===== src/rtl/acc_pkg.sv =====
// Package: shared state encoding, control bundle and opcode values for the
// byte-serial accumulator controller. Assumes 8-bit opcodes.
package acc_pkg;

    localparam logic [7:0] OP_NOP   = 8'h00;
    localparam logic [7:0] OP_LOAD  = 8'h01;
    localparam logic [7:0] OP_STORE = 8'h02;
    localparam logic [7:0] OP_RETI  = 8'h10;
    localparam logic [7:0] OP_HALT  = 8'hFF;

    typedef enum logic [3:0] {
        ST_CHECK,   // instruction boundary: interrupt check, start fetch
        ST_INTR,    // take interrupt
        ST_OP_RD,   // opcode read strobe
        ST_OP_CAP,  // opcode capture
        ST_DECODE,  // move opcode to instruction register, dispatch
        ST_HI_RD,   // high address byte read strobe
        ST_HI_CAP,  // high address byte capture
        ST_LO_RD,   // low address byte read strobe
        ST_LO_CAP,  // low address byte capture, form operand address
        ST_EXEC,    // data read or data write
        ST_EX_CAP   // load data capture
    } seq_state_t;

    typedef struct packed {
        logic mar_from_pc;
        logic mar_from_ea;
        logic pc_inc;
        logic pc_vec;
        logic pc_restore;
        logic mbr_load;
        logic ir_load;
        logic hi_load;
        logic acc_load;
        logic save_ctx;
        logic reti;
        logic rd;
        logic wr;
        logic ack;
    } ctrl_t;

endpackage


===== src/rtl/acc_irq.sv =====
// Interrupt unit: holds the enable flag and the saved program counter.
// Assumes save_ctx and reti are never raised in the same cycle.
module acc_irq #(
    parameter int AW = 16
) (
    input  logic          clk,
    input  logic          rst_n,
    input  logic          irq_req,
    input  logic          save_ctx,
    input  logic          reti,
    input  logic [AW-1:0] pc,
    output logic          irq_take,
    output logic          ie_flag,
    output logic [AW-1:0] shadow_pc
);

    logic          ie_q;
    logic [AW-1:0] shadow_q;

    // Purpose: mask interrupts on entry and unmask them on return.
    always_ff @(posedge clk) begin
        if (!rst_n) begin
            ie_q <= 1'b1;
        end else if (save_ctx) begin
            ie_q <= 1'b0;
        end else if (reti) begin
            ie_q <= 1'b1;
        end
    end

    // Purpose: keep the program counter in effect when the interrupt was taken.
    always_ff @(posedge clk) begin
        if (!rst_n) begin
            shadow_q <= '0;
        end else if (save_ctx) begin
            shadow_q <= pc;
        end
    end

    assign irq_take  = irq_req && ie_q;
    assign ie_flag   = ie_q;
    assign shadow_pc = shadow_q;

endmodule


===== src/rtl/acc_dpath.sv =====
// Datapath: program counter, address register, buffer register, instruction
// register, high-address holding byte and accumulator. Driven only by the
// control bundle; assumes AW is twice DW.
module acc_dpath
    import acc_pkg::*;
#(
    parameter int              DW       = 8,
    parameter int              AW       = 2 * DW,
    parameter logic [AW-1:0]   RESET_PC = 16'hFEDC,
    parameter logic [AW-1:0]   VECTOR   = 16'h0010
) (
    input  logic          clk,
    input  logic          rst_n,
    input  ctrl_t         ctrl,
    input  logic [DW-1:0] mem_rdata,
    input  logic [AW-1:0] shadow_pc,
    output logic [AW-1:0] pc,
    output logic [AW-1:0] mar,
    output logic [DW-1:0] mbr,
    output logic [DW-1:0] ir,
    output logic [DW-1:0] acc
);

    logic [AW-1:0] pc_q, mar_q;
    logic [DW-1:0] mbr_q, ir_q, acc_q, hi_q;

    // Purpose: step, vector or restore the program counter (wraps naturally).
    always_ff @(posedge clk) begin
        if (!rst_n) begin
            pc_q <= RESET_PC;
        end else if (ctrl.pc_vec) begin
            pc_q <= VECTOR;
        end else if (ctrl.pc_restore) begin
            pc_q <= shadow_pc;
        end else if (ctrl.pc_inc) begin
            pc_q <= pc_q + 1'b1;
        end
    end

    // Purpose: load the address register from the counter or the operand.
    always_ff @(posedge clk) begin
        if (!rst_n) begin
            mar_q <= '0;
        end else if (ctrl.mar_from_ea) begin
            mar_q <= {hi_q, mem_rdata};
        end else if (ctrl.mar_from_pc) begin
            mar_q <= pc_q;
        end
    end

    // Purpose: capture each returned byte in the buffer register.
    always_ff @(posedge clk) begin
        if (!rst_n) begin
            mbr_q <= '0;
        end else if (ctrl.mbr_load) begin
            mbr_q <= mem_rdata;
        end
    end

    // Purpose: move the opcode from the buffer into the instruction register.
    always_ff @(posedge clk) begin
        if (!rst_n) begin
            ir_q <= OP_NOP;
        end else if (ctrl.ir_load) begin
            ir_q <= mbr_q;
        end
    end

    // Purpose: hold the high operand-address byte until the low byte arrives.
    always_ff @(posedge clk) begin
        if (!rst_n) begin
            hi_q <= '0;
        end else if (ctrl.hi_load) begin
            hi_q <= mem_rdata;
        end
    end

    // Purpose: accumulator written by load.
    always_ff @(posedge clk) begin
        if (!rst_n) begin
            acc_q <= '0;
        end else if (ctrl.acc_load) begin
            acc_q <= mem_rdata;
        end
    end

    assign pc  = pc_q;
    assign mar = mar_q;
    assign mbr = mbr_q;
    assign ir  = ir_q;
    assign acc = acc_q;

endmodule


===== src/rtl/acc_seq.sv =====
// Sequencer: one state per memory strobe or capture; checks for interrupts
// at every instruction boundary and keeps the halt flag. Assumes memory
// returns read data one cycle after the strobe.
module acc_seq
    import acc_pkg::*;
#(
    parameter int DW = 8
) (
    input  logic          clk,
    input  logic          rst_n,
    input  logic          irq_take,
    input  logic [DW-1:0] mbr,
    input  logic [DW-1:0] ir,
    output ctrl_t         ctrl,
    output logic          halted
);

    seq_state_t state_q, state_d;
    logic       halted_q, halted_d;

    // Purpose: state and halt flag registers.
    always_ff @(posedge clk) begin
        if (!rst_n) begin
            state_q  <= ST_CHECK;
            halted_q <= 1'b0;
        end else begin
            state_q  <= state_d;
            halted_q <= halted_d;
        end
    end

    // Purpose: next state, halt flag and control bundle for the current state.
    always_comb begin
        ctrl     = '0;
        state_d  = state_q;
        halted_d = halted_q;
        unique case (state_q)
            ST_CHECK: begin
                if (irq_take) begin
                    state_d = ST_INTR;
                end else if (!halted_q) begin
                    ctrl.mar_from_pc = 1'b1;
                    state_d          = ST_OP_RD;
                end
            end
            ST_INTR: begin
                ctrl.pc_vec   = 1'b1;
                ctrl.save_ctx = 1'b1;
                ctrl.ack      = 1'b1;
                halted_d      = 1'b0;
                state_d       = ST_CHECK;
            end
            ST_OP_RD: begin
                ctrl.rd     = 1'b1;
                ctrl.pc_inc = 1'b1;
                state_d     = ST_OP_CAP;
            end
            ST_OP_CAP: begin
                ctrl.mbr_load = 1'b1;
                state_d       = ST_DECODE;
            end
            ST_DECODE: begin
                ctrl.ir_load = 1'b1;
                state_d      = ST_CHECK;
                case (mbr)
                    OP_LOAD, OP_STORE: begin
                        ctrl.mar_from_pc = 1'b1;
                        state_d          = ST_HI_RD;
                    end
                    OP_HALT: halted_d = 1'b1;
                    OP_RETI: begin
                        ctrl.pc_restore = 1'b1;
                        ctrl.reti       = 1'b1;
                    end
                    default: ;
                endcase
            end
            ST_HI_RD: begin
                ctrl.rd     = 1'b1;
                ctrl.pc_inc = 1'b1;
                state_d     = ST_HI_CAP;
            end
            ST_HI_CAP: begin
                ctrl.mbr_load    = 1'b1;
                ctrl.hi_load     = 1'b1;
                ctrl.mar_from_pc = 1'b1;
                state_d          = ST_LO_RD;
            end
            ST_LO_RD: begin
                ctrl.rd     = 1'b1;
                ctrl.pc_inc = 1'b1;
                state_d     = ST_LO_CAP;
            end
            ST_LO_CAP: begin
                ctrl.mbr_load    = 1'b1;
                ctrl.mar_from_ea = 1'b1;
                state_d          = ST_EXEC;
            end
            ST_EXEC: begin
                if (ir == OP_LOAD) begin
                    ctrl.rd = 1'b1;
                    state_d = ST_EX_CAP;
                end else begin
                    ctrl.wr = 1'b1;
                    state_d = ST_CHECK;
                end
            end
            ST_EX_CAP: begin
                ctrl.mbr_load = 1'b1;
                ctrl.acc_load = 1'b1;
                state_d       = ST_CHECK;
            end
            default: state_d = ST_CHECK;
        endcase
    end

    assign halted = halted_q;

endmodule


===== src/rtl/acc_fetch_ctrl.sv =====
// Top: byte-serial accumulator fetch-execute controller. Connects the
// sequencer, datapath and interrupt unit to a one-byte synchronous memory.
module acc_fetch_ctrl
    import acc_pkg::*;
#(
    parameter int                 DW       = 8,
    localparam int                AW       = 2 * DW,
    parameter logic [2*DW-1:0]    RESET_PC = 16'hFEDC,
    parameter logic [2*DW-1:0]    VECTOR   = 16'h0010
) (
    input  logic          clk,
    input  logic          rst_n,
    output logic [AW-1:0] mem_addr,
    output logic          mem_rd,
    output logic          mem_wr,
    output logic [DW-1:0] mem_wdata,
    input  logic [DW-1:0] mem_rdata,
    input  logic          irq_req,
    output logic          irq_ack
);

    ctrl_t         ctrl;
    logic          irq_take, ie_flag, halted;
    logic [AW-1:0] pc, mar, shadow_pc;
    logic [DW-1:0] mbr, ir, acc;

    acc_seq #(.DW(DW)) u_seq (
        .clk      (clk),
        .rst_n    (rst_n),
        .irq_take (irq_take),
        .mbr      (mbr),
        .ir       (ir),
        .ctrl     (ctrl),
        .halted   (halted)
    );

    acc_dpath #(.DW(DW), .AW(AW), .RESET_PC(RESET_PC), .VECTOR(VECTOR)) u_dpath (
        .clk       (clk),
        .rst_n     (rst_n),
        .ctrl      (ctrl),
        .mem_rdata (mem_rdata),
        .shadow_pc (shadow_pc),
        .pc        (pc),
        .mar       (mar),
        .mbr       (mbr),
        .ir        (ir),
        .acc       (acc)
    );

    acc_irq #(.AW(AW)) u_irq (
        .clk       (clk),
        .rst_n     (rst_n),
        .irq_req   (irq_req),
        .save_ctx  (ctrl.save_ctx),
        .reti      (ctrl.reti),
        .pc        (pc),
        .irq_take  (irq_take),
        .ie_flag   (ie_flag),
        .shadow_pc (shadow_pc)
    );

    assign mem_addr  = mar;
    assign mem_rd    = ctrl.rd;
    assign mem_wr    = ctrl.wr;
    assign mem_wdata = acc;
    assign irq_ack   = ctrl.ack;

endmodule


===== config.mk =====
export PLATFORM = sky130hd
export DESIGN_NAME = acc_fetch_ctrl
export DESIGN_NICKNAME = d
export VERILOG_FILES = /design/src/rtl/acc_pkg.sv /design/src/rtl/acc_irq.sv /design/src/rtl/acc_dpath.sv /design/src/rtl/acc_seq.sv /design/src/rtl/acc_fetch_ctrl.sv
export SDC_FILE = /design/constraint.sdc
export NUM_CORES = 1
export LEC_CHECK = 0
export CAP_MARGIN = 10
export CORE_MARGIN = 3
export CORE_UTILIZATION = 55
export DETAILED_ROUTE_END_ITERATION = 8
export GPL_ROUTABILITY_DRIVEN = 0
export GPL_TIMING_DRIVEN = 0
export PLACE_DENSITY_LB_ADDON = 0.15
export SYNTH_ARGS = -nofsm -noshare
export SYNTH_HDL_FRONTEND = slang
export SYNTH_SLANG_ARGS = --single-unit

===== constraint.sdc =====
create_clock -name clk -period 4.3 [get_ports clk]
set_clock_uncertainty 0.15 [all_clocks]
set_input_delay 0.86 -clock clk [delete_from_list [all_inputs] [get_ports clk]]
set_output_delay 0.86 -clock clk [all_outputs]
set_load 0.01 [all_outputs]

==> qor.yml <==
path_clk_slew_ns: 0.09
track_usage: 0.260
first_global_vias: 3446
timing.max_slew.rel_slack: 0.481
cts_resized: 0
cell_chain_of_the_critical_path: "clkbuf_1, nor2_1, nand2_1, clkinv_1, buf_1, clkdlybuf4s50_1"
fin_setup_tns_ns: 0
max_cap_violations: 0
drt_pre_antenna_iters: 6
lkg_pwr_uw: 0.00185
yosysSeqAreaShare: 0.424
clock-sinks: 86
h_tree_level_count: 3
placement.io_buffers: 36
startpoint_type: "register"
grt_first_pass_wirelength_um: 17600
synth_area_um2: 4060
tritoncts.num_buffers: 9
wire_per_inst_um: 16.9
tritoncts: "done"
setup.worst_path.class: "register to output port"
fp.dieArea_um2: 8450
clock_tree.buffer_depth: 2
placedInstanceArea_um2: 4540
clk_latency_ns: 0.36
final-setup-viol-count: 0
synth-async-reset-ratio: 0
synth_enable_flop_cells: 0
post_cts_setup_buffer_count: 0
cp_slowest_cell: "sky130_fd_sc_hd__clkdlybuf4s50_1"
synth-warning-count: 0
min_period_over_period: 0.880
power-per-cell-area_nw_per_um2: 464
antenna-diode-count: 0
fill_cells: 595
post_route_cells_drive_above_1_share: 0.0705
grt_overflow: 0
yosys_register_bits: 86
floorplan.die.height_um: 91.9
worst_hold_startpoint: "u_dpath.ir[1]$_SDFFE_PN0P_"
antenna_found_initial: 0
netlist-cell-type-count: 56
layout.cells.non_filler: 621
result_of_the_run: "completed"
post-route-worst-setup-slack_ns: 0.516
flow.area_growth_from_synthesis_pct: 17.9
core-area_um2: 6980
finished_layout_cell_area_um2: 4790
placementRows: 30
report.final.hold_viol_count: 0
postSynth.topFlopCell: "sky130_fd_sc_hd__dfxtp_1"
number_of_buffers_added_to_fix_hold_violations_after_cts: 0
syn_area_per_cell_um2: 8.59
routed_via_density: 5.88
timing.hold.worst.class: "register to register"
final-max-slew-violation-count: 0
die_width_um: 91.9
clock.fmax_mhz: 264
route.detailed.drc: 0
worst_r2r_startpoint: "u_seq.state_q[1]$_SDFFE_PN0P_"
placedCellCount: 605
antenna_violating_nets_post_route: 0
worst-path-max-fanout: 10
detailed_route_wl_um: 10500
largest_net_degree_at_the_start_of_global_routing: 15
vias: 3649
initial_util: 0.582
timing.critical_path.slowest_cell_delay_ns: 0.55
vdd.ir_drop.worst_mv: 0.369
critical_path_sink_type: "output port"
postSynthCellCount: 473
drt_iter0_markers: 298
cp_data_required_time_ns: 3.29
worstSetupStartpoint: "u_seq.state_q[1]$_SDFFE_PN0P_"
layout.area.seq_um2: 1720
ios: 38
final.hold.worst_slack_ns: 0.319
place_hpwl_um: 7480
multiInputGateArea_um2: 2150
root_buffer: "sky130_fd_sc_hd__clkbuf_8"
layout_min_cycle_time_ns: 3.78
arrival_ns: 2.77
post-place-ws_ns: 0.941
finish.net_count: 532
rsz0062_at_grt: "no"
post_syn_nets: 485
worst_pin_slew_ns: 0.770
==> logic make-up after synthesis <==
kind of cell,Yosys count,share of synthesized area
and+or+nand+nor,177,0.208
muxes,23,0.0567
buffers and inverters,41,0.0462
DFF,86,0.424
adders and majority gates,1,0.00308
AOI/OAI and AO/OA,138,0.247
xor gates and xnor gates,7,0.0151
==> critical path: cells and delay by family (launching register included) <==
| family | cells | cell delay, ns |
|---|---|---|
| AND/OR/NAND/NOR | 2 | 0.37 |
| flip-flops | 1 | 0.49 |
| buffers and inverters | 4 | 1.56 |
==> per-layer routing <==
layer,share of wire,global-route usage,up-vias
met5,0,0,-
met4,0.016,0.0829,0
met3,0.050,0.0369,21
met2,0.46,0.403,146
met1,0.48,0.372,1717
li1,-,-,1765
==> placed cells by master (no fill, tap or decap), types with 3 or more instances in the layout <==
| cell | netlist | final |
|---|---|---|
| sky130_fd_sc_hd__mux2i_1 | 23 | 23 |
| sky130_fd_sc_hd__nand4_1 | 8 | 8 |
| sky130_fd_sc_hd__a31oi_1 | 3 | 3 |
| sky130_fd_sc_hd__xor2_1 | 4 | 4 |
| sky130_fd_sc_hd__o311a_1 | 4 | 4 |
| sky130_fd_sc_hd__clkdlybuf4s50_1 | 0 | 36 |
| sky130_fd_sc_hd__nand2_1 | 104 | 104 |
| sky130_fd_sc_hd__and3_1 | 4 | 4 |
| sky130_fd_sc_hd__dfxtp_1 | 86 | 86 |
| sky130_fd_sc_hd__clkbuf_8 | 0 | 10 |
| sky130_fd_sc_hd__o211a_1 | 16 | 16 |
| sky130_fd_sc_hd__bufinv_16 | 0 | 3 |
| sky130_fd_sc_hd__nor2_1 | 18 | 18 |
| sky130_fd_sc_hd__o21ai_0 | 26 | 26 |
| sky130_fd_sc_hd__a21boi_0 | 42 | 42 |
| sky130_fd_sc_hd__inv_1 | 3 | 3 |
| sky130_fd_sc_hd__nand3_1 | 7 | 7 |
| sky130_fd_sc_hd__o211ai_1 | 5 | 5 |
| sky130_fd_sc_hd__buf_2 | 9 | 9 |
| sky130_fd_sc_hd__a22oi_1 | 3 | 3 |
| sky130_fd_sc_hd__nor4_1 | 3 | 3 |
| sky130_fd_sc_hd__xnor2_1 | 3 | 3 |
| sky130_fd_sc_hd__a21o_1 | 4 | 4 |
| sky130_fd_sc_hd__clkbuf_1 | 21 | 22 |
| sky130_fd_sc_hd__nor2b_1 | 11 | 11 |
| sky130_fd_sc_hd__buf_4 | 4 | 4 |
| sky130_fd_sc_hd__a21oi_1 | 16 | 16 |
==> synthesized netlist by cell type (4+ instances only) <==
library cell                 n  area [um^2]
sky130_fd_sc_hd__a21o_1      4         30.0
sky130_fd_sc_hd__o211ai_1    5         37.5
sky130_fd_sc_hd__nand4_1     8         50.1
sky130_fd_sc_hd__xor2_1      4         35.0
sky130_fd_sc_hd__o211a_1    16          160
sky130_fd_sc_hd__buf_4       4         30.0
sky130_fd_sc_hd__dfxtp_1    86         1720
sky130_fd_sc_hd__nor2_1     18         67.6
sky130_fd_sc_hd__nor2b_1    11         68.8
sky130_fd_sc_hd__nand2_1   104          390
sky130_fd_sc_hd__and3_1      4         25.0
sky130_fd_sc_hd__buf_2       9         45.0
sky130_fd_sc_hd__clkbuf_1   21         78.8
sky130_fd_sc_hd__mux2i_1    23          230
sky130_fd_sc_hd__nand3_1     7         35.0
sky130_fd_sc_hd__a21oi_1    16         80.1
sky130_fd_sc_hd__a21boi_0   42          315
sky130_fd_sc_hd__o21ai_0    26          130
sky130_fd_sc_hd__o311a_1     4         40.0
==> final cells by class <==
type,instances,share of cell area
clock inverters,5,0.0222
clock buffers,11,0.0295
repair buffers,36,0.0752
plain buffers,37,0.0360
flip-flops and latches,86,0.359
multi-input cells,346,0.449
well taps,96,0.0251
inverters,4,0.00313
==> stage by stage <==
stage                util  power (uW)
global route        0.686        2320
CTS                 0.686        2220
detailed placement  0.651        1530
floorplan               -        1320
finish              0.686        2220
global placement    0.651        1510
==> final timing paths <==
kind | to | slack, ns | cells past startpoint
max | irq_ack | 0.52 | 6
min | u_dpath.ir[1]$_SDFFE_PN0P_ | 0.32 | 2
max reg2reg | u_irq.shadow_pc[10]$_SDFFE_PN0P_ | 1.96 | 7
min reg2reg | u_dpath.ir[1]$_SDFFE_PN0P_ | 0.32 | 2
==> registers in the layout, indices dropped and copies added, names as in the netlist <==
register         flops
u_dpath.ir           8
u_seq.state_q        4
u_irq.shadow_pc     16
u_dpath.acc          8
u_irq.ie_flag        1
u_dpath.hi_q         8
u_dpath.pc          16
u_dpath.mbr          8
u_seq.halted         1
u_dpath.mar         16
==> report_power, final <==
part	internal (uW)	leakage [uW]	switching (uW)	total [uW]
Combinational	248	0.00103	302	550
Sequential	893	0.000702	74.5	968
Clock	403	0.000120	299	703
Total	1540	0.00185	676	2220
(Power assumes the default switching activity.)
